--- config.mk ---
export PLATFORM = sky130hd
export DESIGN_NAME = flowsram
export DESIGN_NICKNAME = d
export VERILOG_FILES = /design/src/rtl/flowsram_pkg.sv /design/src/rtl/flowsram_decode.sv /design/src/rtl/flowsram_seq.sv /design/src/rtl/flowsram_array.sv /design/src/rtl/flowsram.sv
export SDC_FILE = /design/constraint.sdc
export NUM_CORES = 2
export LEC_CHECK = 0
export BUFFER_PORTS_ARGS = -buffer_cell sky130_fd_sc_hd__buf_2
export CAP_MARGIN = 15
export CORE_MARGIN = 5
export CORE_UTILIZATION = 34
export CTS_CLUSTER_SIZE = 16
export DETAILED_ROUTE_END_ITERATION = 10
export PLACE_DENSITY = 0.56
export SYNTH_ARGS = -nofsm -noshare
export SYNTH_HDL_FRONTEND = slang
export SYNTH_SLANG_ARGS = --single-unit
export TNS_END_PERCENT = 30
--- constraint.sdc ---
create_clock -name clk -period 2.5 [get_ports clk]
set_clock_uncertainty 0.1 [all_clocks]
set_input_delay 0.25 -clock clk [delete_from_list [all_inputs] [get_ports clk]]
set_output_delay 0.25 -clock clk [all_outputs]
set_load 0.1 [all_outputs]
--- src/rtl/flowsram_pkg.sv ---
`timescale 1ns/1ps
package flowsram_pkg;

  typedef enum logic [1:0] {
    CMD_NONE  = 2'd0,
    CMD_READ  = 2'd1,
    CMD_WRITE = 2'd2
  } cmd_e;

  // three-way chip enable agreement
  function automatic logic chip_hit(input logic a_n, input logic b, input logic c_n);
    return (!a_n) && b && (!c_n);
  endfunction

  // output gate: sequencer permission, async request, hold mode
  function automatic logic drive_ok(input logic live, input logic req_n, input logic hold);
    return live && !req_n && !hold;
  endfunction

endpackage

--- src/rtl/flowsram_decode.sv ---
`timescale 1ns/1ps
module flowsram_decode
  import flowsram_pkg::*;
(
  input  logic clk_en_n,
  input  logic sleep,
  input  logic cs1_n,
  input  logic cs2,
  input  logic cs3_n,
  input  logic wr_n,
  output logic step,
  output logic sel_hit,
  output cmd_e cmd
);

  always_comb begin
    step    = !clk_en_n && !sleep;
    sel_hit = chip_hit(cs1_n, cs2, cs3_n);
    if (!sel_hit)   cmd = CMD_NONE;
    else if (!wr_n) cmd = CMD_WRITE;
    else            cmd = CMD_READ;
  end

endmodule

--- src/rtl/flowsram_seq.sv ---
`timescale 1ns/1ps
module flowsram_seq
  import flowsram_pkg::*;
#(
  parameter int ADDR_W = 6,
  parameter int LANES  = 4
) (
  input  logic              clk,
  input  logic              rst_n,
  input  logic              step,
  input  logic              sel_hit,
  input  cmd_e              cmd,
  input  logic [ADDR_W-1:0] addr,
  input  logic [LANES-1:0]  lane_wr_n,
  output logic              rd_live,
  output logic [ADDR_W-1:0] rd_addr,
  output logic              commit,
  output logic [ADDR_W-1:0] wr_addr,
  output logic [LANES-1:0]  wr_mask,
  output logic              resume_evt,
  output logic              pend
);

  cmd_e              cmd_q;
  logic              first_q;
  logic              desel_q;
  logic              pend_q;
  logic [ADDR_W-1:0] paddr_q;
  logic [LANES-1:0]  pmask_q;
  logic [ADDR_W-1:0] raddr_q;

  always_ff @(posedge clk or negedge rst_n) begin
    if (!rst_n) begin
      cmd_q   <= CMD_NONE;
      first_q <= 1'b1;
      desel_q <= 1'b1;
      pend_q  <= 1'b0;
      paddr_q <= '0;
      pmask_q <= '0;
      raddr_q <= '0;
    end else if (step) begin
      cmd_q  <= cmd;
      pend_q <= (cmd == CMD_WRITE);
      if (cmd == CMD_WRITE) begin
        paddr_q <= addr;
        pmask_q <= ~lane_wr_n;
      end
      if (cmd == CMD_READ) raddr_q <= addr;
      if (sel_hit) first_q <= desel_q;
      desel_q <= !sel_hit;
    end
  end

  assign commit     = step && pend_q;
  assign wr_addr    = paddr_q;
  assign wr_mask    = pmask_q;
  assign rd_addr    = raddr_q;
  assign rd_live    = (cmd_q == CMD_READ) && !first_q;
  assign resume_evt = step && sel_hit && desel_q;
  assign pend       = pend_q;


  stall_pend_chk: assert property (@(posedge clk) disable iff (!rst_n)
    (!step && pend_q) |=> (pend_q && $stable(paddr_q) && $stable(pmask_q)));


  wr_arm_chk: assert property (@(posedge clk) disable iff (!rst_n)
    (step && cmd == CMD_WRITE) |=> (pend_q && paddr_q == $past(addr)));

endmodule

--- src/rtl/flowsram_array.sv ---
`timescale 1ns/1ps
module flowsram_array #(
  parameter int ADDR_W    = 6,
  parameter int LANES     = 4,
  parameter int LANE_BITS = 9,
  localparam int DEPTH    = 1 << ADDR_W,
  localparam int WORD_W   = LANES * LANE_BITS
) (
  input  logic              clk,
  input  logic              we,
  input  logic [ADDR_W-1:0] waddr,
  input  logic [LANES-1:0]  wmask,
  input  logic [WORD_W-1:0] wdata,
  input  logic [ADDR_W-1:0] raddr,
  output logic [WORD_W-1:0] rdata
);

  for (genvar k = 0; k < LANES; k++) begin : g_lane
    logic [LANE_BITS-1:0] store [DEPTH];

    always_ff @(posedge clk) begin
      if (we && wmask[k]) store[waddr] <= wdata[k*LANE_BITS +: LANE_BITS];
    end

    assign rdata[k*LANE_BITS +: LANE_BITS] = store[raddr];
  end

endmodule

--- src/rtl/flowsram.sv ---
`timescale 1ns/1ps
module flowsram
  import flowsram_pkg::*;
#(
  parameter int ADDR_W    = 6,
  parameter int LANES     = 4,
  parameter int LANE_BITS = 9,
  localparam int WORD_W   = LANES * LANE_BITS
) (
  input  logic              clk,
  input  logic              rst_n,
  input  logic              clk_en_n,
  input  logic              cs1_n,
  input  logic              cs2,
  input  logic              cs3_n,
  input  logic              wr_n,
  input  logic [LANES-1:0]  lane_wr_n,
  input  logic [ADDR_W-1:0] addr,
  input  logic [WORD_W-1:0] d,
  input  logic              oe_n,
  input  logic              sleep,
  output logic [WORD_W-1:0] q,
  output logic              q_en
);

  logic              step;
  logic              sel_hit;
  cmd_e              cmd;
  logic              rd_live;
  logic [ADDR_W-1:0] rd_addr;
  logic              commit;
  logic [ADDR_W-1:0] wr_addr;
  logic [LANES-1:0]  wr_mask;
  logic              resume_evt;
  logic              pend;
  logic [WORD_W-1:0] rdata;

  flowsram_decode u_dec (
    .clk_en_n (clk_en_n),
    .sleep    (sleep),
    .cs1_n    (cs1_n),
    .cs2      (cs2),
    .cs3_n    (cs3_n),
    .wr_n     (wr_n),
    .step     (step),
    .sel_hit  (sel_hit),
    .cmd      (cmd)
  );

  flowsram_seq #(.ADDR_W(ADDR_W), .LANES(LANES)) u_seq (
    .clk        (clk),
    .rst_n      (rst_n),
    .step       (step),
    .sel_hit    (sel_hit),
    .cmd        (cmd),
    .addr       (addr),
    .lane_wr_n  (lane_wr_n),
    .rd_live    (rd_live),
    .rd_addr    (rd_addr),
    .commit     (commit),
    .wr_addr    (wr_addr),
    .wr_mask    (wr_mask),
    .resume_evt (resume_evt),
    .pend       (pend)
  );

  flowsram_array #(.ADDR_W(ADDR_W), .LANES(LANES), .LANE_BITS(LANE_BITS)) u_mem (
    .clk   (clk),
    .we    (commit),
    .waddr (wr_addr),
    .wmask (wr_mask),
    .wdata (d),
    .raddr (rd_addr),
    .rdata (rdata)
  );

  assign q_en = drive_ok(rd_live, oe_n, sleep);
  assign q    = q_en ? rdata : '0;


  desel_quiet_chk: assert property (@(posedge clk) disable iff (!rst_n)
    (step && !sel_hit) |=> !q_en);


  wphase_quiet_chk: assert property (@(posedge clk) disable iff (!rst_n)
    (step && cmd == CMD_WRITE) |=> !q_en);


  resume_quiet_chk: assert property (@(posedge clk) disable iff (!rst_n)
    resume_evt |=> !q_en);


  sleep_nowrite_chk: assert property (@(posedge clk) disable iff (!rst_n)
    sleep |-> (!commit && !q_en));


  stall_hold_chk: assert property (@(posedge clk) disable iff (!rst_n)
    (clk_en_n && !sleep && !oe_n) ##1 (!sleep && !oe_n) |-> $stable(q));


  reset_idle_chk: assert property (@(posedge clk)
    $rose(rst_n) |-> (!q_en && !pend));

endmodule

# Yosys cells after proc, flatten, opt, wreduce, memory -nomap -nowiden
# Memories as Yosys holds them, arrays and structs flattened.
# Index checks and enable logic that the tools add are counted.
# totals
register_bits	21
mem_bits_rw	2304
output_inout_bits	37
wordCells	47
n_memories	4
# classes
n_eq_ne	3
muxes	11
n_bitwise	1
reduce_logical	21
# memory_table
name	words	width	rd	rd_ports_with_merged_regs	write_ports	line_no	rtl
u_mem.g_lane[0].store	64	9	1	0	1	flowsram_array.sv:19	logic [LANE_BITS-1:0] store [DEPTH];
u_mem.g_lane[1].store	64	9	1	0	1	flowsram_array.sv:19	
u_mem.g_lane[2].store	64	9	1	0	1	flowsram_array.sv:19	
u_mem.g_lane[3].store	64	9	1	0	1	flowsram_array.sv:19	
# op_table
cell	count
$mux W36	1
$logic_and A1 B1 Y1	11
$mux W1	8
$logic_not A1 Y1	7
$reduce_and A2 Y1	3
$eq A2 B1 Y1 const B	2
$mux W2	2
$not A4 Y4	1
$eq A2 B2 Y1 const B	1

# Logic depth before layout (Yosys ltp)
# depth
word_depth	6
ltp_mapped	10

# Hierarchy
# Synthesis repeated with hierarchy kept, for this count alone.
# unflattened
hier_cells	4136
area_unflattened_um2	89684.8
# modules_own_cells
mod	instances	cells_per_inst	area_each_um2	seq_area_each_um2
flowsram_array	1	4030	88312.2	69186.4
flowsram_seq	1	56	869.6	528.0
flowsram	1	46	464.2	0.0
flowsram_decode	1	4	38.8	0.0

# Worst setup path before layout
# OpenSTA, ideal clock, no wires.
# synth_timing
path_kind	flip-flop to output port
from	reg u_seq.cmd_q[1]
to	out q[2]
arrival_time_ns	4.354
required_ns	2.150
setup_slack_ns	-2.204
stages_incl_launch_ff	8
n_path_buf	2
path_cell_list	dfrtp_1 > clkbuf_1 > nor4b_1 > nand2b_1 > clkinv_1 > clkbuf_1 > nand3_1 > nor3_1
# synth_between
elab_chain_len	5
# synth_lines
item	line_no	rtl
from (decl)	flowsram_seq.sv:24	cmd_e cmd_q;
from (signal assigned)	flowsram_seq.sv:42	cmd_q <= cmd;
$eq A2 B1 Y1	flowsram_seq.sv:58	assign rd_live = (cmd_q == CMD_READ) && !first_q;
$logic_and A1 B1 Y1	flowsram_seq.sv:58	
$logic_and A1 B1 Y1 (2 in series)	flowsram_pkg.sv:17	return live && !req_n && !hold;
named net q_en	flowsram.sv:23	output logic q_en
$mux W36	flowsram.sv:78	assign q = q_en ? rdata : '0;
to (decl)	flowsram.sv:22	output logic [WORD_W-1:0] q,
# The timed path passes the listed nets, and every way through them passes these cells.

# Final worst setup path
# layout_timing
from	reg u_seq.raddr_q[0] (netlist: u_seq.rd_addr[0])
to	out q[20]
# layout_between
elab_chain_len	2
# layout_lines
item	line_no	rtl
from (decl)	flowsram_seq.sv:30	logic [ADDR_W-1:0] raddr_q;
from (signal assigned)	flowsram_seq.sv:48	if (cmd == CMD_READ) raddr_q <= addr;
$mem_v2 Z64 W9	-	
$mux W36	flowsram.sv:78	
# Every way passes these cells.

==> results.yml <==
detailed_routing:
  via_count: 48300
  vias_per_cell: 5.38
  firstDrtPassIters: 6
  routed_wirelength_um: 274000
  wl_per_cell_um: 30.5
  drc: 0
  drtAntennaViolNets: 0
  drt_iter0_markers: 5726
timing:
  setup_violations: 41
  worst_slack_ns: -1.53
  drv_slew: 0
  layout_min_cycle_time_ns: 4.03
  fin_tns_setup_ns: -51.16
  final_hold_viol_count: 0
  worstMarginPinSlew_ns: 1.12
  max_slew_margin_pct: 25.4
  maxClockFrequency_ghz: 0.248
  final.period_utilization_pct: 161
  rsz0062_at_grt: "yes"
pwr:
  seqPwrFrac_pct: 45.7
  internal-power_uw: 70700
  vdd_drop_max_mv: 0.676
  p_sw_uw: 23700
  p_per_area_nw_per_um2: 822
  combPwrFrac_pct: 17.8
  swShare_pct: 25.1
  p_leak_uw: 0.0368
  p_clk_share_pct: 36.5
worst_setup_path:
  max_stage_delay_ns: 0.57
  end_kind: "output pin"
  critPathRequiredTime_ns: 2.15
  critical-path-slowest-cell: "mux4_2"
  crit_top_cell: "buf_12"
  path_delay_family: "multiplexers"
  cp_cell_sequence: "buf_12, buf_12, buf_16, buf_16, mux4_2, mux2i_2, mux4_2, a22oi_2, buf_4, buf_12"
  cp_max_fo: 6
  crit_arrival_ns: 3.68
  critical_path_class: "flip-flop to output pin"
  cp_num_buf_inv: 6
  start_kind: "flip-flop"
yosys:
  synthesis.nets: 4166
  avgSynthCellArea_um2: 21.9
  synth-simple-area-share_pct: 2.43
  netlist_area_um2: 89900
  synthAdderAreaFrac_pct: 0
  synth_cell_types: 52
  synthMuxAreaShare_pct: 16.3
  synth_xor_area_share_pct: 0
  ys.warnings.count: 0
  postSynth.asyncResetShare_pct: 0.861
  synth-edff-count: 2304
  synth_compound_area_share_pct: 2.32
  synth_cells: 4111
  ys_ff_latch: 2324
  ys.flop_type: "edfxtp_1"
  synth_top_family_by_area: "multiplexers"
  ys_seq_area_share_pct: 77.5
placed_design:
  dp_hpwl_um: 182000
  io_buffers: 91
  place_congestion: 0.864
  dp.cells: 8336
cts:
  htree_num_levels: 4
  cts.sinks: 2324
  clk_pin_slew_worst_paths_ns: 0.06
  tritoncts: "built"
  clkLatencyLatePin_ns: 0.87
  clock_path_buffers: 3
  cts-root-buf: "clkbuf_16"
  cts_buffers: 232
layout:
  stdcell_count: 8990
  nets: 5329
  fill_cells: 22400
  syn2layout_area_growth_pct: 27.7
  drive_gt1_share_pct: 41.6
run_status:
  status: "complete, but fails checks"
  violations: "negative setup slack"
min_path:
  hp-class: "input pin to flip-flop"
floorplan:
  ios: 92
  core_um2: 263000
  die_y_um: 524
  start_util_pct: 34.2
  num_rows: 188
  dieArea_um2: 275000
  die_w_um: 524
global_route:
  grt_pass1_wl_um: 380000
  gr-total-overflow: 0
  gr-usage-all-layers_pct: 19.5
  grt_pass1_vias: 48300
  antenna_found_initial: 4
  grt_max_degree: 65
flow_run:
  cap_viol_max_count: 0
-- synthesized netlist by cell type, drive strengths merged (3+ instances only) --
library cell / count / area, um^2
a211o: 3 / 26.3
a211oi: 7 / 52.6
nor2b: 19 / 119
o41a: 3 / 33.8
buf: 126 / 862
a31oi: 6 / 37.5
nor3: 10 / 50.1
nor2: 288 / 1080
nand2b: 10 / 62.6
nor3b: 7 / 52.6
nand2: 135 / 507
and3b: 3 / 26.3
and3: 5 / 31.3
a21oi: 52 / 260
o22ai: 14 / 87.6
o21ai: 30 / 150
and2: 8 / 50.1
a221oi: 29 / 254
a22oi: 96 / 721
or2: 3 / 18.8
mux4: 585 / 13200
clkbuf: 111 / 417
a22o: 20 / 175
mux2: 35 / 394
mux2i: 112 / 1120
o211ai: 12 / 90.1
dfrtp: 18 / 450
nand3: 31 / 155
o221ai: 4 / 35.0
edfxtp: 2304 / 69200
-- path summary, 6_finish.rpt --
path	startpoint	endpoint	slack [ns]	cells after the start
min reg2reg	u_seq.desel_q	u_seq.desel_q	0.40	2
max in group asynchronous	rst_n	u_seq.rd_addr[0]	1.72	4
max	u_seq.rd_addr[0]	q[20]	-1.53	10
max reg2reg	u_seq.wr_addr[1]	u_mem.g_lane[2].store[2][6]	0	5
min	lane_wr_n[2]	u_seq.wr_mask[2]	0.07	3
min in group asynchronous	rst_n	u_seq.rd_addr[2]	0.40	4
-- per-stage QoR --
stage | total power (uW) | util (%) | worst slack [ns] | area (um^2) | hold WS [ns]
finish | 94300 | 43.7 | -1.53 | 115000 | 0.0737
global route | 97300 | 43.7 | -1.63 | 115000 | 0.0398
CTS | 93700 | 43.0 | -1.62 | 113000 | 0.00657
detailed placement | 58200 | 39.2 | -1.07 | 103000 | 0.194
global placement | 58100 | 39.2 | -1.07 | 103000 | 0.182
floorplan | 51300 | - | -0.902 | 90300 | -0.146
-- layout make-up --
type                       instances  area [um^2]  area share (%)
antenna                            5         12.5          0.0109
clock buffer                     271         5970            5.20
clock inverter                   159         1500            1.31
inverter                           1         16.3          0.0142
multi-input combinational       1549        20400            17.7
sequential                      2324        69700            60.7
tap                             3515         4400            3.83
timing repair buffer            1166        12800            11.2
-- power groups by stage --
| stage | combinational, uW | sequential, uW | clock, uW |
|---|---|---|---|
| 2_1_floorplan | 7600 | 43700 | 0 |
| 3_3_place_gp | 14200 | 43900 | 0 |
| 3_5_place_dp | 14300 | 43900 | 0 |
| 4_1_cts | 15600 | 43100 | 35000 |
| 5_1_grt | 17500 | 43100 | 36700 |
| 6_report | 16800 | 43100 | 34400 |
-- worst reg2reg max path: stages (launching register included) --
cell	delay [ns]
dfrtp_2	0.56
nor3b_1	0.35
buf_4	0.20
nand2_1	0.40
nor2_1	0.36
buf_12	0.19
-- cells in the final DEF, fill, tap and decap left out, types with 11 or more instances in the layout --
master / n
clkinv_2: 55
dlygate4sd3_1: 69
nand3_1: 19
clkbuf_1: 38
mux2i_1: 93
buf_8: 18
a21oi_1: 26
buf_16: 21
buf_12: 249
o21ai_0: 11
a221oi_2: 17
mux4_2: 585
a22oi_1: 50
a21oi_2: 18
bufinv_16: 24
buf_4: 699
clkinv_1: 61
buf_6: 45
buf_2: 54
edfxtp_1: 2304
mux2_2: 33
mux2i_2: 16
nand2_1: 117
nor2_1: 277
a22oi_2: 46
nor2b_1: 13
a22o_1: 20
nand2_2: 15
o211ai_1: 12
clkbuf_16: 244
-- cell families after synthesis --
family / Yosys count
flip-flops: 2324
AND/OR/NAND/NOR: 523
AO/OA/AOI/OAI: 294
buffers and inverters: 238
multiplexers: 732
-- routing by layer --
metal,vias to the layer above,GRT usage (%),share of wire (%),wire length (um)
met1,26200,27.9,42,114000
met4,0,6.20,3.2,8800
li1,19600,-,-,-
met2,2133,30.7,47,130000
met5,-,0,0,0
met3,385,3.30,7.9,21700
-- what timing repair did --
item | 4_1_cts | 5_1_grt
gates resized for setup | 246 | 189
cloned | 8 | 12
endpoints found under the hold margin | 1673 | 128
setup buffers | 42 | 93
setup endpoints to repair | 275 | 145
hold buffers | 68 | 2
pin swaps | 41 | 73
-- flip-flops by register name, summed over array words and instances, names as in the netlist --
name / flops
u_seq.rd_addr: 6
u_mem.g_lane.store: 2304
u_seq.first_q: 1
u_seq.desel_q: 1
u_seq.wr_mask: 4
u_seq.cmd_q: 2
u_seq.wr_addr: 6
(Power assumes the default switching activity.)
